`src/rtl/crc_fifo_pkg.sv`:
```
package crc_fifo_pkg;
  localparam int WORD_W = 32;

  typedef struct packed {
    logic swap_out;
    logic swap_in;
    logic msb_first;
  } crc_ctrl_t;

  function automatic logic [WORD_W-1:0] byte_rev(input logic [WORD_W-1:0] d);
    logic [WORD_W-1:0] r;
    for (int b = 0; b < WORD_W/8; b++)
      r[8*b +: 8] = d[8*(WORD_W/8-1-b) +: 8];
    return r;
  endfunction

  function automatic logic [WORD_W-1:0] bit_rev(input logic [WORD_W-1:0] d);
    logic [WORD_W-1:0] r;
    for (int i = 0; i < WORD_W; i++)
      r[i] = d[WORD_W-1-i];
    return r;
  endfunction
endpackage

```
`src/rtl/crc_in_fifo.sv`:
```
module crc_in_fifo #(
  parameter int W     = 32,
  parameter int DEPTH = 8
) (
  input  logic         clk,
  input  logic         rst_n,
  input  logic         flush,
  input  logic         push,
  input  logic [W-1:0] push_data,
  input  logic         pop,
  output logic [W-1:0] pop_data,
  output logic         empty,
  output logic         full,
  output logic         overflow
);
  localparam int PTR_W = (DEPTH > 1) ? $clog2(DEPTH) : 1;
  localparam int CNT_W = $clog2(DEPTH + 1);
  localparam logic [CNT_W-1:0] CNT_FULL = CNT_W'(DEPTH);
  localparam logic [PTR_W-1:0] PTR_LAST = PTR_W'(DEPTH - 1);

  logic [W-1:0]     mem [DEPTH];
  logic [PTR_W-1:0] wr_ptr, rd_ptr;
  logic [CNT_W-1:0] count;
  logic             push_ok, pop_ok, push_drop;

  function automatic logic [PTR_W-1:0] ptr_inc(input logic [PTR_W-1:0] p);
    return (p == PTR_LAST) ? '0 : p + 1'b1;
  endfunction

  assign empty     = (count == '0);
  assign full      = (count == CNT_FULL);
  assign push_ok   = push && !full;
  assign push_drop = push && full;
  assign pop_ok    = pop && !empty;
  assign pop_data  = mem[rd_ptr];

  always_ff @(posedge clk) begin
    if (push_ok) mem[wr_ptr] <= push_data;
  end

  always_ff @(posedge clk or negedge rst_n) begin
    if (!rst_n) begin
      wr_ptr   <= '0;
      rd_ptr   <= '0;
      count    <= '0;
      overflow <= 1'b0;
    end else if (flush) begin
      wr_ptr   <= '0;
      rd_ptr   <= '0;
      count    <= '0;
      overflow <= 1'b0;
    end else begin
      if (push_ok) wr_ptr <= ptr_inc(wr_ptr);
      if (pop_ok)  rd_ptr <= ptr_inc(rd_ptr);
      if (push_ok && !pop_ok)      count <= count + 1'b1;
      else if (pop_ok && !push_ok) count <= count - 1'b1;
      if (push_drop) overflow <= 1'b1;
    end
  end

  p_fifo_bound_r3: assert property (@(posedge clk) disable iff (!rst_n)
    count <= CNT_FULL);
  p_drop_sets_flag_r3: assert property (@(posedge clk) disable iff (!rst_n)
    (push && full && !flush) |=> overflow);
  p_flush_empties_r5: assert property (@(posedge clk) disable iff (!rst_n)
    flush |=> (empty && !overflow));
  p_sticky_flag_r3: assert property (@(posedge clk) disable iff (!rst_n)
    (overflow && !flush) |=> overflow);
endmodule

```
`src/rtl/crc_core.sv`:
```
module crc_core #(
  parameter int W    = 32,
  parameter int BITS = 8
) (
  input  logic         clk,
  input  logic         rst_n,
  input  logic         start,
  input  logic [W-1:0] seed,
  input  logic [W-1:0] poly,
  input  logic         msb_first,
  input  logic         fifo_empty,
  input  logic [W-1:0] fifo_data,
  output logic         pop,
  output logic [W-1:0] rem,
  output logic         active
);
  import crc_fifo_pkg::*;

  localparam int STEPS = W / BITS;
  localparam int CNT_W = $clog2(STEPS + 1);

  logic [W-1:0]     shreg;
  logic [CNT_W-1:0] cnt;
  logic             word_msb;
  logic [BITS-1:0]  chunk;

  function automatic logic [W-1:0] fold_bits(input logic [W-1:0] r_in,
                                             input logic [BITS-1:0] c,
                                             input logic [W-1:0] p,
                                             input logic msb);
    logic [W-1:0] r;
    logic [W-1:0] rp;
    logic fb;
    r  = r_in;
    rp = bit_rev(p);
    if (msb) begin
      for (int i = BITS-1; i >= 0; i--) begin
        fb = r[W-1] ^ c[i];
        r  = {r[W-2:0], 1'b0} ^ (fb ? p : '0);
      end
    end else begin
      for (int i = 0; i < BITS; i++) begin
        fb = r[0] ^ c[i];
        r  = {1'b0, r[W-1:1]} ^ (fb ? rp : '0);
      end
    end
    return r;
  endfunction

  assign active = (cnt != '0);
  assign pop    = !active && !fifo_empty && !start;
  assign chunk  = word_msb ? shreg[W-1 -: BITS] : shreg[BITS-1:0];

  always_ff @(posedge clk or negedge rst_n) begin
    if (!rst_n) begin
      rem      <= '0;
      shreg    <= '0;
      cnt      <= '0;
      word_msb <= 1'b0;
    end else if (start) begin
      rem <= seed;
      cnt <= '0;
    end else if (pop) begin
      shreg    <= fifo_data;
      cnt      <= CNT_W'(STEPS);
      word_msb <= msb_first;
    end else if (active) begin
      rem   <= fold_bits(rem, chunk, poly, word_msb);
      shreg <= word_msb ? (shreg << BITS) : (shreg >> BITS);
      cnt   <= cnt - 1'b1;
    end
  end

  p_seed_load_r5: assert property (@(posedge clk) disable iff (!rst_n)
    start |=> (rem == $past(seed)) && !active);
  p_pop_starts_word_r4: assert property (@(posedge clk) disable iff (!rst_n)
    pop |=> active);
  p_idle_holds_r4: assert property (@(posedge clk) disable iff (!rst_n)
    (!active && !pop && !start) |=> $stable(rem));
endmodule

```
`src/rtl/crc_fifo_engine.sv`:
```
module crc_fifo_engine #(
  parameter int          W          = 32,
  parameter int          FIFO_DEPTH = 8,
  parameter int          BITS       = 8,
  parameter logic [31:0] POLY_RESET = 32'h04C1_1DB7,
  parameter logic [31:0] SEED_RESET = 32'hFFFF_FFFF
) (
  input  logic         clk,
  input  logic         rst_n,
  input  logic         wr_en,
  input  logic [2:0]   wr_addr,
  input  logic [31:0]  wr_data,
  input  logic [1:0]   rd_addr,
  output logic [31:0]  rd_data,
  output logic         busy,
  output logic         overflow
);
  import crc_fifo_pkg::*;

  localparam logic [2:0] A_POLY  = 3'd4;
  localparam logic [2:0] A_SEED  = 3'd5;
  localparam logic [2:0] A_CTRL  = 3'd6;
  localparam logic [2:0] A_START = 3'd7;

  crc_ctrl_t    ctrl;
  logic [W-1:0] poly_q, seed_q, rem, fifo_out, push_word;
  logic         data_wr, start_wr, pop, fifo_empty, fifo_full, core_active;

  assign data_wr   = wr_en && !wr_addr[2];
  assign start_wr  = wr_en && (wr_addr == A_START);
  assign push_word = ctrl.swap_in ? byte_rev(wr_data) : wr_data;

  always_ff @(posedge clk or negedge rst_n) begin
    if (!rst_n) begin
      poly_q <= POLY_RESET;
      seed_q <= SEED_RESET;
      ctrl   <= '0;
    end else if (wr_en) begin
      case (wr_addr)
        A_POLY:  poly_q <= wr_data;
        A_SEED:  seed_q <= wr_data;
        A_CTRL:  ctrl   <= crc_ctrl_t'(wr_data[2:0]);
        default: ;
      endcase
    end
  end

  crc_in_fifo #(.W(W), .DEPTH(FIFO_DEPTH)) u_fifo (
    .clk       (clk),
    .rst_n     (rst_n),
    .flush     (start_wr),
    .push      (data_wr),
    .push_data (push_word),
    .pop       (pop),
    .pop_data  (fifo_out),
    .empty     (fifo_empty),
    .full      (fifo_full),
    .overflow  (overflow)
  );

  crc_core #(.W(W), .BITS(BITS)) u_core (
    .clk        (clk),
    .rst_n      (rst_n),
    .start      (start_wr),
    .seed       (seed_q),
    .poly       (poly_q),
    .msb_first  (ctrl.msb_first),
    .fifo_empty (fifo_empty),
    .fifo_data  (fifo_out),
    .pop        (pop),
    .rem        (rem),
    .active     (core_active)
  );

  assign busy = !fifo_empty || core_active;

  always_comb begin
    if (rd_addr == 2'd0) rd_data = ctrl.swap_out ? byte_rev(rem) : rem;
    else                 rd_data = '0;
  end

  p_one_write_kind_r1: assert property (@(posedge clk) disable iff (!rst_n)
    $onehot0({data_wr, start_wr}));
  p_full_is_busy_r4: assert property (@(posedge clk) disable iff (!rst_n)
    fifo_full |-> busy);
endmodule

```
`config.mk`:
```
export PLATFORM = sky130hd
export DESIGN_NAME = crc_fifo_engine
export DESIGN_NICKNAME = d
export VERILOG_FILES = /design/src/rtl/crc_fifo_pkg.sv /design/src/rtl/crc_in_fifo.sv /design/src/rtl/crc_core.sv /design/src/rtl/crc_fifo_engine.sv
export SDC_FILE = /design/constraint.sdc
export NUM_CORES = 1
export LEC_CHECK = 0
export BUFFER_PORTS_ARGS = -buffer_cell sky130_fd_sc_hd__buf_2
export CAP_MARGIN = 10
export CELL_PAD_IN_SITES_DETAIL_PLACEMENT = 0
export CELL_PAD_IN_SITES_GLOBAL_PLACEMENT = 1
export CORE_MARGIN = 4
export CORE_UTILIZATION = 51
export DETAILED_ROUTE_END_ITERATION = 8
export PLACE_DENSITY_LB_ADDON = 0.3
export SYNTH_ARGS = -nofsm -noshare
export SYNTH_HDL_FRONTEND = slang
export SYNTH_SLANG_ARGS = --single-unit
```
`constraint.sdc`:
```
create_clock -name clk -period 5.4 [get_ports clk]
set_input_delay 0 -clock clk [delete_from_list [all_inputs] [get_ports clk]]
set_output_delay 0 -clock clk [all_outputs]
set_load 0.01 [all_outputs]
```
==> flow_summary.rst <==
.. list-table::
   :header-rows: 1

   * - Metric
     - Value
   * - Start-to-end type of the worst setup path
     - flop to flop
   * - Worst hold-check path type
     - input pin to async pin
   * - Drt first-iter violations
     - 1958
   * - HPWL after detailed placement
     - 50.0 mm
   * - Status
     - complete, no violations
   * - Commonest cells after routing, fill and taps aside
     - nand2_1 (495), xnor2_1 (418), edfxtp_1 (256)
   * - Top metal layer carrying routed signals
     - met4
   * - Buf+Inv Stages, Crit Path
     - 2
   * - Clock net sink count
     - 402
   * - Diodes inserted
     - 0
   * - Crit Reg-Reg Endpoint
     - u_core.rem[5]$_DFFE_PN0P_
   * - Quantity of I/O buffers inserted on ports
     - 73
   * - Detailed-routing wirelength on met1
     - 31.0 mm
   * - Pin count of the biggest net entering global routing
     - 89
   * - Hold Worst Slack
     - 80.3 ps
   * - Register clock-pin slew on the reported worst setup and hold paths
     - 70 ps
   * - Prevailing post-synth register cell
     - edfxtp_1
   * - # Max-Cap Violations
     - 0
   * - Count of flip-flops with a built-in enable after synthesis
     - 256
   * - Wire length per cell
     - 23.7 µm
   * - Net count of the finished layout
     - 2565
   * - Most common library cell in the layout ignoring fill and taps
     - nand2_1
   * - Fin crit period
     - 5060 ps
   * - Fraction of the cycle the final worst path needs
     - 93.7%
   * - Remaining global-route overflow
     - 0
   * - Vias in the first global route
     - 18.6k
   * - Number of buffers created by CTS
     - 40
   * - Initial Util
     - 51.5%
   * - Synthesis-to-finish area growth
     - 11.7%
   * - Number of cells on the worst reg-to-reg path
     - 17
   * - Via-per-instance ratio
     - 5.94
   * - R2R Path Start
     - u_core.word_msb$_DFFE_PN0P_
   * - Maximum count of clock buffers along a single path
     - 3
   * - Die boundary height
     - 233 µm
   * - Setup repair after global routing missed its margin
     - no
   * - Cell-by-cell trace of the critical path
     - buf_4 -> mux2i_2 -> xnor2_1 -> xor2_1 -> xnor2_1 -> a21oi_1 -> or3_1 -> a31oi_2 -> xor2_2 -> mux2i_1 -> xnor3_2 -> buf_4 -> nand2_1 -> o21ai_0 -> a311o_1 -> xnor2_1 -> a21o_1
   * - Antenna violations before repair
     - 0
   * - Stage delay of the slowest cell on the critical path
     - 540 ps
   * - Final count of hold timing violations
     - 0
   * - CTS tree
     - built
   * - Final ANT Viol Nets
     - 0
   * - Fraction of final layout cells sized beyond drive strength 1
     - 20.2%
   * - Total standard cell area after synthesis
     - 0.0258 mm²
   * - Global router's overall resource usage
     - 28.1%
   * - Cell mode on critical path
     - xnor2_1
   * - Critical path fanouts, max
     - 32
   * - Crit path required time
     - 5890 ps
   * - Setup total negative slack
     - 0 ps
   * - Synth warnings
     - 0
   * - Reg2reg setup slack
     - 340 ps
   * - Synth area leaders
     - edfxtp_1 (30%), xnor2_1 (14%), dfrtp_1 (9.7%)
   * - I/O Pins
     - 74
   * - Count of endpoints failing setup in the final report
     - 0
   * - Standard cell core area
     - 0.0501 mm²
   * - Max_slew headroom
     - 21.4%
   * - Depth of the critical timing path with buffers and inverters included
     - 17
   * - Area fraction of the dominant cell type after synthesis
     - 29.8%
   * - Wire length of the first global-routing pass
     - 117 mm
   * - Flip-flop and latch count after synthesis
     - 402
   * - Number of detailed-route iterations in the first pass
     - 9
   * - Async set-reset flop share out of synthesis
     - 36.3%
   * - Clock latency on the worst-skew pair
     - 540 ps
   * - Syn Inst Count
     - 2490
   * - Timing startpoint of the critical path
     - u_core.word_msb$_DFFE_PN0P_
   * - Kind of end point of the critical path
     - flop
   * - Category of cells accounting for the largest share of critical-path delay
     - XOR/XNOR gates
   * - Destination of the critical timing path
     - u_core.rem[5]$_DFFE_PN0P_
   * - Buffer count from post-CTS setup fixing
     - 0
   * - Max-slew violations
     - 0
   * - Wire length on met2
     - 36.2 mm
   * - DRC errors left
     - 0
   * - Met3 layer wire length in the routed design
     - 6.35 mm
   * - Post-Synthesis Net Count
     - 2539
   * - Syn_area_per_cell
     - 10.4 µm²
   * - Total die area
     - 0.0542 mm²
   * - Number of vias after detailed routing
     - 19.1k
   * - Max stage delay cell, worst path
     - dfrtp_2
   * - Fin Clk Skew
     - 16.9 ps
   * - Number of H-tree branching levels
     - 2
   * - Global placer's final weighted congestion
     - 0.892
   * - # rows
     - 82
   * - Share of synthesized area occupied by flip-flops and latches
     - 44.2%
   * - Actual slew at the worst max-slew pin
     - 1180 ps
   * - Yosys cell types
     - 83
   * - Post-synth top area cell
     - edfxtp_1
   * - Startpoint Class
     - flop
   * - Die X-Extent
     - 233 µm
   * - Clock Root Buffer
     - clkbuf_16
   * - Crit path arrival time
     - 5540 ps
   * - Fmax achieved
     - 0.198 GHz
   * - Total routed wirelength
     - 76.5 mm
==> sequential cells by signal, summed over array words and instances, names as in the netlist <==
name,flops
ctrl,3
u_fifo.count,4
u_core.shreg,32
u_fifo.rd_ptr,3
u_fifo.mem,256
u_fifo.overflow,1
u_core.cnt,3
u_core.word_msb,1
seed_q,32
u_fifo.wr_ptr,3
u_core.rem,32
poly_q,32
==> cells in the mapped netlist, types with 12 or more instances <==
| library cell | n |
|---|---|
| o21ai_1 | 15 |
| or3_1 | 27 |
| xor2_1 | 47 |
| nor3_1 | 21 |
| a31oi_1 | 17 |
| buf_1 | 32 |
| o21ai_0 | 46 |
| clkbuf_1 | 165 |
| edfxtp_1 | 256 |
| dfstp_2 | 46 |
| nor2_1 | 194 |
| xnor2_1 | 427 |
| a21oi_1 | 91 |
| mux4_2 | 64 |
| o221ai_1 | 21 |
| nand2_1 | 495 |
| nand3_1 | 19 |
| dfrtp_1 | 100 |
| mux2i_1 | 90 |
| a311oi_2 | 17 |
| mux2_2 | 97 |
| o22a_1 | 12 |
==> timing repair <==
item                                    in CTS  in global routing
hold buffers                                35                  0
hold endpoints to repair                   277                  0
endpoints found under the setup margin       0                 23
resized for setup                            0                  7
==> cell type report <==
| type | count | area, µm² |
|---|---|---|
| Fill cell | 4237 | 21300 |
| Multi-Input combinational cell | 1864 | 13700 |
| Sequential cell | 402 | 11400 |
| Timing Repair Buffer | 196 | 1470 |
| Clock buffer | 47 | 1060 |
| Tap cell | 672 | 841 |
| Clock inverter | 27 | 224 |
| Inverter | 12 | 45.0 |
==> cell families after synthesis <==
kind of cell	count (synthesis)	share of synthesized area, %
compound gates	319	8.91
xor+xnor	485	17.0
fa+ha+maj	9	0.466
buf+inv	224	3.41
flops	402	44.2
mux	255	13.6
simple gates	796	12.5
==> metal layers <==
metal	global-route usage, %	up-vias
met5	0	-
met1	38.5	9479
met3	4.87	151
met2	45.5	798
met4	9.75	0
li1	-	8706
==> worst min-delay path by stage <==
stage | cells past startpoint | from | end
after floorplan | 0 | rst_n | ctrl[0]$_DFFE_PN0P_
after detailed placement | 1 | rst_n | u_fifo.wr_ptr[0]$_DFFE_PN0P_
after CTS | 2 | rst_n | u_fifo.count[3]$_DFFE_PN0P_
after global routing | 3 | wr_addr[1] | ctrl[1]$_DFFE_PN0P_
final | 2 | rst_n | u_fifo.count[3]$_DFFE_PN0P_
after global placement | 1 | rst_n | u_fifo.wr_ptr[1]$_DFFE_PN0P_
==> per-stage QoR <==
step | std cells | util, % | worst slack, ps | instance area (µm²)
6_report | 3220 | 57.5 | 343 | 28800
5_1_grt | 3220 | 57.5 | 30.0 | 28800
4_1_cts | 3219 | 57.4 | 207 | 28700
3_5_place_dp | 3110 | 54.1 | 221 | 27100
3_3_place_gp | 3110 | 54.1 | 252 | 27100
2_1_floorplan | 2490 | - | 925 | 25800
Power is not shown: default switching activity piles up to over one toggle a cycle in this logic, so the estimate is an artifact.
